===== config.mk =====
export PLATFORM = sky130hd
export DESIGN_NAME = sar_rd_ctrl
export DESIGN_NICKNAME = d
export VERILOG_FILES = /design/src/rtl/sar_rd_ctrl.sv
export SDC_FILE = /design/constraint.sdc
export NUM_CORES = 1
export LEC_CHECK = 0
export ABC_AREA = 0
export BUFFER_PORTS_ARGS = -buffer_cell sky130_fd_sc_hd__buf_2
export CORE_ASPECT_RATIO = 0.5
export CORE_MARGIN = 4
export CORE_UTILIZATION = 50
export CTS_CLUSTER_SIZE = 20
export DETAILED_ROUTE_END_ITERATION = 12
export PLACE_DENSITY = 0.7
export SLEW_MARGIN = 25
export SYNTH_ARGS = -nofsm -noshare
export SYNTH_HDL_FRONTEND = slang
export SYNTH_SLANG_ARGS = --single-unit

===== constraint.sdc =====
create_clock -name clk -period 3.4 [get_ports clk]
set_input_delay 0.68 -clock clk [delete_from_list [all_inputs] [get_ports clk]]
set_output_delay 0.68 -clock clk [all_outputs]
set_load 0.03 [all_outputs]

===== src/rtl/sar_rd_ctrl.sv =====
module sar_rd_ctrl #(
  parameter int DATA_W   = 18,
  parameter int CONV_CYC = 36,
  parameter int MIN_HI   = 2,
  parameter int HALF_DIV = 2
) (
  input  logic              clk,
  input  logic              rst_n,
  input  logic              start,
  output logic              ready,
  output logic              cnv,
  output logic              sclk,
  input  logic              sdo,
  output logic [DATA_W-1:0] data_out,
  output logic              data_vld
);
  localparam int HOLD = (CONV_CYC > MIN_HI) ? CONV_CYC : MIN_HI;
  localparam int TMAX = (HOLD > HALF_DIV) ? HOLD : HALF_DIV;
  localparam int CW   = $clog2(TMAX + 1);
  localparam int BW   = $clog2(DATA_W + 1);

  typedef enum logic [1:0] {S_IDLE, S_CONV, S_READ} state_t;

  state_t            st;
  logic [CW-1:0]     tmr;
  logic [BW-1:0]     bitn;
  logic              cnv_r, sclk_r, vld_r;
  logic [DATA_W-1:0] shreg, dout_r;

  wire tmr_end = (st == S_CONV) ? (tmr == CW'(HOLD - 1)) : (tmr == CW'(HALF_DIV - 1));

  always_ff @(posedge clk) begin
    if (!rst_n) begin
      st     <= S_IDLE;
      tmr    <= '0;
      bitn   <= '0;
      cnv_r  <= 1'b0;
      sclk_r <= 1'b0;
      vld_r  <= 1'b0;
      shreg  <= '0;
      dout_r <= '0;
    end else begin
      vld_r <= 1'b0;
      case (st)
        S_IDLE: if (start) begin
          st    <= S_CONV;
          cnv_r <= 1'b1;
          tmr   <= '0;
        end
        S_CONV: if (tmr_end) begin
          st    <= S_READ;
          cnv_r <= 1'b0;
          tmr   <= '0;
          bitn  <= '0;
        end else begin
          tmr <= tmr + 1'b1;
        end
        S_READ: if (tmr_end) begin
          tmr <= '0;
          if (!sclk_r) begin
            sclk_r <= 1'b1;
            shreg  <= {shreg[DATA_W-2:0], sdo};
          end else begin
            sclk_r <= 1'b0;
            if (bitn == BW'(DATA_W - 1)) begin
              st     <= S_IDLE;
              dout_r <= shreg;
              vld_r  <= 1'b1;
            end else begin
              bitn <= bitn + 1'b1;
            end
          end
        end else begin
          tmr <= tmr + 1'b1;
        end
        default: st <= S_IDLE;
      endcase
    end
  end

  assign ready    = (st == S_IDLE);
  assign cnv      = cnv_r;
  assign sclk     = sclk_r;
  assign data_out = dout_r;
  assign data_vld = vld_r;
endmodule


# Yosys cells after proc, flatten, opt, wreduce, memory -nomap -nowiden
# Index checks and enable logic that the tools add are counted.
totals:
  regBits: 52
  latch_bits: 0
  ramBits: 0
  romBits: 0
  wordCells: 55
  mem_count: 0
classes:
  addsub: 2
  mul: 0
  div_mod_pow: 0
  n_lt_le_gt_ge: 0
  eq_ne: 11
  shift: 0
  n_mux: 20
  bitwise_logic: 1
  reduce_logical: 13
op_table:
  columns: ["operator", "count"]
  rows:
  - ["$mux W5", 4]
  - ["$mux W6", 2]
  - ["$ne A2 B2 Y1 const B", 6]
  - ["$pmux W6 S2", 1]
  - ["$mux W2", 5]
  - ["$pmux W5 S2", 1]
  - ["$reduce_and A5 Y1", 2]
  - ["$reduce_and A4 Y1", 2]
  - ["$add A6 B1 Y6 const B", 1]
  - ["$eq A6 B1 Y1 const B", 1]
  - ["$eq A6 B6 Y1 const B", 1]
  - ["$pmux W2 S3", 1]
  - ["$reduce_and A3 Y1", 2]
  - ["$reduce_bool A2 Y1", 3]
  - ["$add A5 B1 Y5 const B", 1]
  - ["$eq A5 B5 Y1 const B", 1]
  - ["$mux W1", 5]
  - ["$reduce_and A2 Y1", 2]
  - ["$eq A2 B1 Y1 const B", 1]
  - ["$eq A2 B2 Y1 const B", 1]
  - ["$logic_not A2 Y1", 1]
  - ["$pmux W1 S2", 1]
  - ["$reduce_or A2 Y1", 1]
  - ["$not A1 Y1", 1]

# Depth between registers and ports, before layout
# Gate-level depths: netlist (run 1).
depth:
  word_depth: 5
  depth_mapped: 8

# Worst setup path before layout (run 1)
# No wires, ideal clock.
synth_timing:
  path_type: "register to register"
  from: "register st[0]"
  to: "register tmr[5]"
  setup_ns: 0.072
  arrival_time_ns: 1.935
  required_time_ns: 3.328
  setup_slack_ns: 1.394
  stages_incl_launch_ff: 7
  path_buffers: 0
  cell_sequence: "dfxtp_1 -> inv_1 -> ha_1 -> mux2i_1 -> or4_1 -> a211o_1 -> a21oi_1"
synth_via:
  elab_cells_between_ends: 10
synth_rtl:
  columns: ["item", "line_no", "source"]
  rows:
  - ["from (decl)", "24", "state_t st;"]
  - ["from (signal assigned)", "34", "st <= S_IDLE;"]
  - ["from (signal assigned)", "46", "st <= S_CONV;"]
  - ["from (signal assigned)", "51", "st <= S_READ;"]
  - ["$logic_not A2 Y1 *", null, null]
  - ["via ready", "10", "output logic ready,"]
  - ["$ne A2 B2 Y1 (no source line) or $reduce_bool A2 Y1 (tied branches)", null, null]
  - ["$reduce_and A2 Y1 (no source line)", null, null]
  - ["to (signal assigned)", "56", "tmr <= tmr + 1'b1;"]
  - ["to (signal assigned)", "74", "tmr <= tmr + 1'b1;"]
  - ["to (decl)", "25", "logic [CW-1:0] tmr;"]
# Mark *: on every way through the listed nets, which the timed path passes. The rest lies on a longest branch.
# A chain may end at the register's enable or synchronous reset.

# Worst setup path after layout (run 1)
layout_timing:
  from: "register st[1]"
  to: "register dout_r[9] (netlist: data_out[9])"
layout_via:
  elab_chain_cells: 3
  elab_cells_between_ends: 4
layout_lines:
  columns: ["item", "line_no", "source"]
  rows:
  - ["$eq A2 B1 Y1", "30", "wire tmr_end = (st == S_CONV) ? (tmr == CW'(HOLD - 1)) : (tmr == CW'(HALF_DIV - 1));"]
  - ["$mux W1", "30", null]
  - ["$reduce_and A4 Y1 (no source line) *", null, null]
  - ["to (signal assigned)", "67", "dout_r <= shreg;"]
  - ["to (decl)", "28", "logic [DATA_W-1:0] shreg, dout_r;"]
# Mark *: on every way between the ends. The rest lies on a longest branch, timed or not.

==> run summary, run 1 <==
relative area change from synthesis to final layout = 10.7%
Clk pin slew, worst setup/hold paths = 90 ps
Final setup violation count = 0
cell family contributing the most delay on the critical path = simple AND/OR/NAND/NOR gates
insertion delay of the later-clocked pin in the worst-skew pair = 300 ps
proportion of power drawn by combinational gates = 0.243
minimum setup slack among reg-to-reg paths = 1240 ps
number of antenna violations at the first check in global routing = 0
worst-path maximum fanout = 19
fraction of power consumed by sequential logic = 0.492
wire length of the first global-routing pass = 7260 um
RSZ-0062 raised after global routing = false
clock sink count = 52
slew at the pin closest to its max-slew limit = 635 ps
Max IR drop VDD = 348 uV
Hold Path Cell Cnt = 2
headroom to the max-slew limit = 0.564
starting utilization of the core area = 0.546
total half-perimeter wirelength after legalization and detailed placement = 2800 um
cell depth of the worst flop-to-flop path = 7
total iterations of the first detailed-routing run = 4
CP max stage cell = dfxtp_1
clock power share = 0.264
area fraction of the dominant cell type after synthesis = 0.467
count of antenna diodes in the layout = 0
count of flip-flops with a built-in enable after synthesis = 0
root cell of the clock tree = clkbuf_8
DRC violations left = 0
number of resized instances in the post-cts repair step = 0
result of the run = completed
netlist area before placement = 2230 um^2
origin of the critical flop-to-flop path = st[1]
setup_tns = 0 ps
async set-or-reset flop fraction in the synthesized netlist = 0
TritonCTS clock tree = done
count of unique library cells instantiated by Yosys = 41
final worst path period share = 0.636
total number of vias = 1,682
Critical Path RT = 3620 ps
met3 wire length = 152 um
number of rows created at floorplan = 16
Critical Path, Cell by Cell = inv_1 > ha_1 > nor3_1 > o21a_1 > and3_1 > buf_4 > mux2i_1
area leader, netlist = dfxtp_1
average wire length per cell after detail routing = 13.1 um
setup clock skew after layout = 9.46 ps
Total Die Area = 5650 um^2
hold-critical path endpoint = data_out[16]
count of final max-slew check failures = 0
pin count of the biggest net entering global routing = 50
# H-tree levels = 2
PortBufs = 25
post-layout net count = 267
number of DRC markers after the initial detailed-route iteration = 80
CTS Buf Count = 5
post-synthesis average cell area = 9.61 um^2
worst hold path class = reg2reg
startpoint class of the critical path = flip-flop
endpoint of the worst register-to-register path = data_out[9]
cell leakage power = 1.07 nW
vias in the first global route = 1,619
Bufs and invs on worst path = 2
number of buffers between clock root and the deepest sink = 2
max incr delay on CP = 360 ps
hold violation total from the final report = 0
Switching Share = 0.324
Post-CTS Setup Repair Bufs = 0
ratio of cells with drive above 1 in the final layout = 0.155
warning count from the yosys run = 0
ratio of total power to cell area = 533 nW/um^2
critical path data arrival time = 2380 ps
minimum clock period = 2160 ps
switching power total = 0.426 mW
nets in the synthesized netlist = 242
post-synthesis cell count = 232
most instantiated cells after synthesis = dfxtp_1 (52), nand2_1 (52), mux2i_1 (39)
highest routing layer actually used = met4
hold path startpoint = data_out[16]
start-to-end type of the worst setup path = reg2reg
cell internal pwr = 0.889 mW
flip-flop and latch count after synthesis = 52
Routed met2 length = 1980 um
core box area = 4080 um^2
worst-case hold slack = 459 ps
I/O pins = 26
y dimension of the die = 55.2 um
number of maximum-capacitance constraint violations = 0
aggregate global routing overflow = 0
Routed Wire Length = 4080 um
remaining antenna violation count after routing = 0
die extent in x = 102 um
hold_buf cts = 0
maximum clock frequency = 463 MHz
most frequently used flop master after synthesis = dfxtp_1
routability cong. = 0.815
sequential cell area fraction in the yosys report = 0.467
leading cell types by total area after synthesis = dfxtp_1 (47%), mux2i_1 (18%), nand2_1 (8.8%)
GRT Resource Usage Total = 0.156
element type at the critical path end = flip-flop
WL met1 = 1930 um
average vias per placed instance = 5.39
worst max-delay path by stage:
stage | from | endpoint | slack, ps | depth (start not counted)
floorplan | st[0] | tmr[5] | 1390 | 6
global placement | st[1] | data_out[6] | 1360 | 7
detailed placement | st[1] | data_out[5] | 1260 | 7
CTS | st[1] | data_out[9] | 1230 | 7
global route | st[1] | data_out[11] | 1090 | 7
finish | st[1] | data_out[9] | 1240 | 7
sequential cells by signal, summed over array words and instances, names as in the netlist:
register,flops
bitn,5
tmr,6
data_vld,1
shreg,18
data_out,18
cnv,1
sclk,1
st,2
placed cells by master, fill, tap and decap left out, types with 2 or more instances in the layout:
cell / Yosys / routed
dfxtp_1: 52 / 52
or4_1: 2 / 2
a31o_2: 2 / 2
nand3_1: 8 / 8
a21oi_1: 7 / 7
clkbuf_8: 0 / 5
inv_1: 6 / 6
o21ai_0: 5 / 5
buf_2: 1 / 25
a32o_1: 2 / 2
buf_4: 1 / 3
nor3_1: 4 / 4
ha_1: 6 / 6
o21a_1: 3 / 3
and3_1: 3 / 3
a31oi_1: 2 / 2
mux2i_1: 39 / 39
nor2_1: 6 / 6
and2_1: 3 / 3
nand2_1: 52 / 52
power groups by stage:
stage,logic (mW),clock network (mW),registers [mW]
5_1_grt,0.358,0.382,0.651
6_report,0.320,0.347,0.647
3_5_place_dp,0.320,0,0.662
4_1_cts,0.322,0.363,0.648
2_1_floorplan,0.250,0,0.669
3_3_place_gp,0.318,0,0.661
per-stage QoR:
stage          instances   util  power, mW  cell area, um^2  setup WS [ps]
3_5_place_dp         304  0.582      0.982             2380           1260
3_3_place_gp         304  0.582      0.979             2380           1360
2_1_floorplan        232      -      0.919             2230           1390
5_1_grt              312  0.604       1.39             2470           1090
4_1_cts              312  0.604       1.33             2470           1230
6_report             312  0.604       1.31             2470           1240
cell families (layout without fill, tap and decap cells):
group,Yosys count,after routing,share of synthesized area
compound gates,31,31,0.0966
flops,52,52,0.467
fa+ha+maj,6,6,0.0337
simple gates,87,87,0.186
mux,39,39,0.175
buf+inv,17,43,0.0410
worst reg2reg max path, cell delays in order (launching register included):
cell and delay [ps]:
dfxtp_1 360, inv_1 70, ha_1 260, nor3_1 300, o21a_1 330, and3_1 220, buf_4 310, mux2i_1 250
area by class of cell:
class,instances,area [um^2]
clock buffer,6,72.6
clock inverter,2,16.3
fill,380,1620
inverter,7,26.3
multi-input combinational,163,1100
sequential,52,1040
tap,54,67.6
timing repair buffer,28,148
layer usage:
layer | vias up | global-route usage
li1 | 861 | -
met1 | 795 | 0.195
met2 | 24 | 0.271
met3 | 2 | 0.0440
met4 | 0 | 0.0280
met5 | - | 0
Note: power is estimated with default switching activity, not from simulation.
==> run 2, diff against run 1 <==
==> constraint.sdc (replaced) <==
create_clock -name clk -period 2 [get_ports clk]
set_input_delay 0.4 -clock clk [delete_from_list [all_inputs] [get_ports clk]]
set_output_delay 0.4 -clock clk [all_outputs]
set_load 0.03 [all_outputs]
==> run 2 against run 1 <==
  * Sequential share of layout area decreased by 1.6 points
  * Via count increased by 3.7%
  * Core utilization increased by 2.4 points
  * Setup slack got worse by 1100 ps
  * Die area unchanged
  * Routed wire length increased by 8.6%
  * Non-clock buffer count increased by 4
  * Maximum frequency increased by 14%
  * Global-route usage increased by 0.85 points
  * Clock power increased by 110%
  * Critical path type unchanged
==> run summary, run 2 (synthesis gave the netlist of run 1 again) <==
result of the run = completed
slew at the pin closest to its max-slew limit = 396 ps (-239 ps)
total number of vias = 1,745 (+3.7%)
RSZ-0062 raised after global routing = false
Critical Path RT = 2240 ps (-1380 ps)
CP max stage cell = or4_1
final worst path period share = 0.946 (+0.310)
total iterations of the first detailed-routing run = 4 (unchanged)
maximum clock frequency = 529 MHz (+14%)
Switching Share = 0.313 (-0.0105)
fraction of power consumed by sequential logic = 0.441 (-0.051)
headroom to the max-slew limit = 0.735 (+0.170)
wire length of the first global-routing pass = 7540 um (+3.9%)
Hold Path Cell Cnt = 3 (+1)
remaining antenna violation count after routing = 0 (unchanged)
Clk pin slew, worst setup/hold paths = 90 ps (about the same)
Total Die Area = 5650 um^2 (unchanged)
max incr delay on CP = 470 ps (+110 ps)
average wire length per cell after detail routing = 14.0 um (+7.2%)
Critical Path, Cell by Cell = inv_1 > ha_2 > nor3_2 > o21ai_2 > buf_4 > or4_1 > a21oi_1
count of antenna diodes in the layout = 0 (unchanged)
setup_tns = 0 ps (unchanged)
average vias per placed instance = 5.52 (+2.4%)
# H-tree levels = 2 (unchanged)
fill count = 345 (-9.2%)
final cell utilization of the core = 0.628 (+0.0239)
Reg area = 1040 um^2 (unchanged)
hold violation total from the final report = 0 (unchanged)
clock power share = 0.290 (+0.026)
number of buffers between clock root and the deepest sink = 2 (unchanged)
worst-case hold slack = 361 ps (-98.2 ps)
vias in the first global route = 1,661 (+2.6%)
number of rows created at floorplan = 16 (unchanged)
minimum clock period = 1890 ps (-270 ps)
critical path data arrival time = 2130 ps (-250 ps)
I/O pins = 26 (unchanged)
top library cells by usage in the layout, fill and taps aside = nand2_1 (52), dfxtp_1 (52), mux2i_1 (39)
ratio of cells with drive above 1 in the final layout = 0.179 (+0.0244)
PortBufs = 25 (unchanged)
Final setup violation count = 0 (unchanged)
ratio of total power to cell area = 979 nW/um^2 (+84%)
worst-path maximum fanout = 8 (-11)
TritonCTS clock tree = done
cell family contributing the most delay on the critical path = simple AND/OR/NAND/NOR gates
insertion delay of the later-clocked pin in the worst-skew pair = 300 ps (about the same)
startpoint class of the critical path = flip-flop
setup clock skew after layout = 3.94 ps (-5.52 ps)
multi-input logic area = 1120 um^2 (+1.8%)
core box area = 4080 um^2 (unchanged)
number of antenna violations at the first check in global routing = 0 (unchanged)
GRT Resource Usage Total = 0.165 (+0.00849)
element type at the critical path end = flip-flop
worst hold path class = in2reg
number of logic stages on the critical path including buffering = 7 (unchanged)
cell leakage power = 1.11 nW (+4.1%)
relative area change from synthesis to final layout = 15.1%
Max IR drop VDD = 436 uV (+25%)
DRC violations left = 0 (unchanged)
post-layout net count = 271 (+1.5%)
start-to-end type of the worst setup path = reg2reg
total half-perimeter wirelength after legalization and detailed placement = 2950 um (+5.2%)
switching power total = 0.787 mW (+85%)
aggregate global routing overflow = 0 (unchanged)
Bufs and invs on worst path = 2 (unchanged)
die extent in x = 102 um (unchanged)
proportion of power drawn by combinational gates = 0.269 (+0.026)
root cell of the clock tree = clkbuf_8
pin count of the biggest net entering global routing = 39 (-22%)
number of maximum-capacitance constraint violations = 0 (unchanged)
Routed Wire Length = 4430 um (+8.6%)
hold_buf cts = 0 (unchanged)
y dimension of the die = 55.2 um (unchanged)
CTS Buf Count = 5 (unchanged)
count of final max-slew check failures = 0 (unchanged)
routability cong. = 0.848 (+4.0%)
clock sink count = 52 (unchanged)
cell internal pwr = 1.72 mW (+94%)
cell depth of the worst flop-to-flop path = 7 (unchanged)
starting utilization of the core area = 0.546 (unchanged)
number of DRC markers after the initial detailed-route iteration = 59 (-26%)
run 2: cell count changes in the layout (fill, tap and decap cells not counted), sizes merged:
cell	previous run	this run
inv	6	7
buf	28	32
clkinvlp	1	0
clkinv	2	1
bufinv	0	1
run 2: path summary, 6_finish.rpt:
kind / slack, ps / end / start
max: 110 / bitn[1] / st[1]
min: 360 / shreg[0] / sdo
max reg2reg: 110 / bitn[1] / st[1]
min reg2reg: 460 / data_out[2] / data_out[2]
run 2: cell type report:
cell class	instances	share of cell area
inverters	7	0.0102
clock buffers	6	0.0283
clock inverters	2	0.0151
flip-flops and latches	52	0.406
repair buffers	32	0.0790
multi-input cells	163	0.435
well taps	54	0.0263
run 2: routing by layer:
metal,routed length [um],up-vias,track usage
met1,2020,835,0.211
li1,-,868,-
met2,2170,37,0.268
met3,204,5,0.0440
met5,0,-,0
met4,40,0,0.0542
run 2: repair_timing:
item	CTS	global route
hold endpoints to repair	0	0
setup buffers	0	0
endpoints found under the setup margin	0	9
gates resized for setup	0	3
run 2: through the flow:
stage	power, mW	std cells	instance area (um^2)	setup slack, ps
CTS	2.48	316	2550	38.7
global route	2.63	316	2560	6.61
global placement	1.72	308	2440	180
detailed placement	1.74	308	2440	88.4
floorplan	1.57	232	2230	39.7
finish	2.51	316	2560	108
run 2: worst reg2reg max path: stages (launching register included):
cell     delay (ps)
dfxtp_1         380
inv_1           100
ha_2            220
nor3_2          230
o21ai_2         100
buf_4           180
or4_1           470
a21oi_1         150
run 2: power groups by stage:
stage                     logic [mW]  clock network (mW)  registers (mW)
after floorplan                0.430                   0            1.14
after global placement         0.598                   0            1.12
after detailed placement       0.616                   0            1.13
after CTS                      0.627               0.748            1.10
after global routing           0.731               0.790            1.11
final                          0.675               0.728            1.11
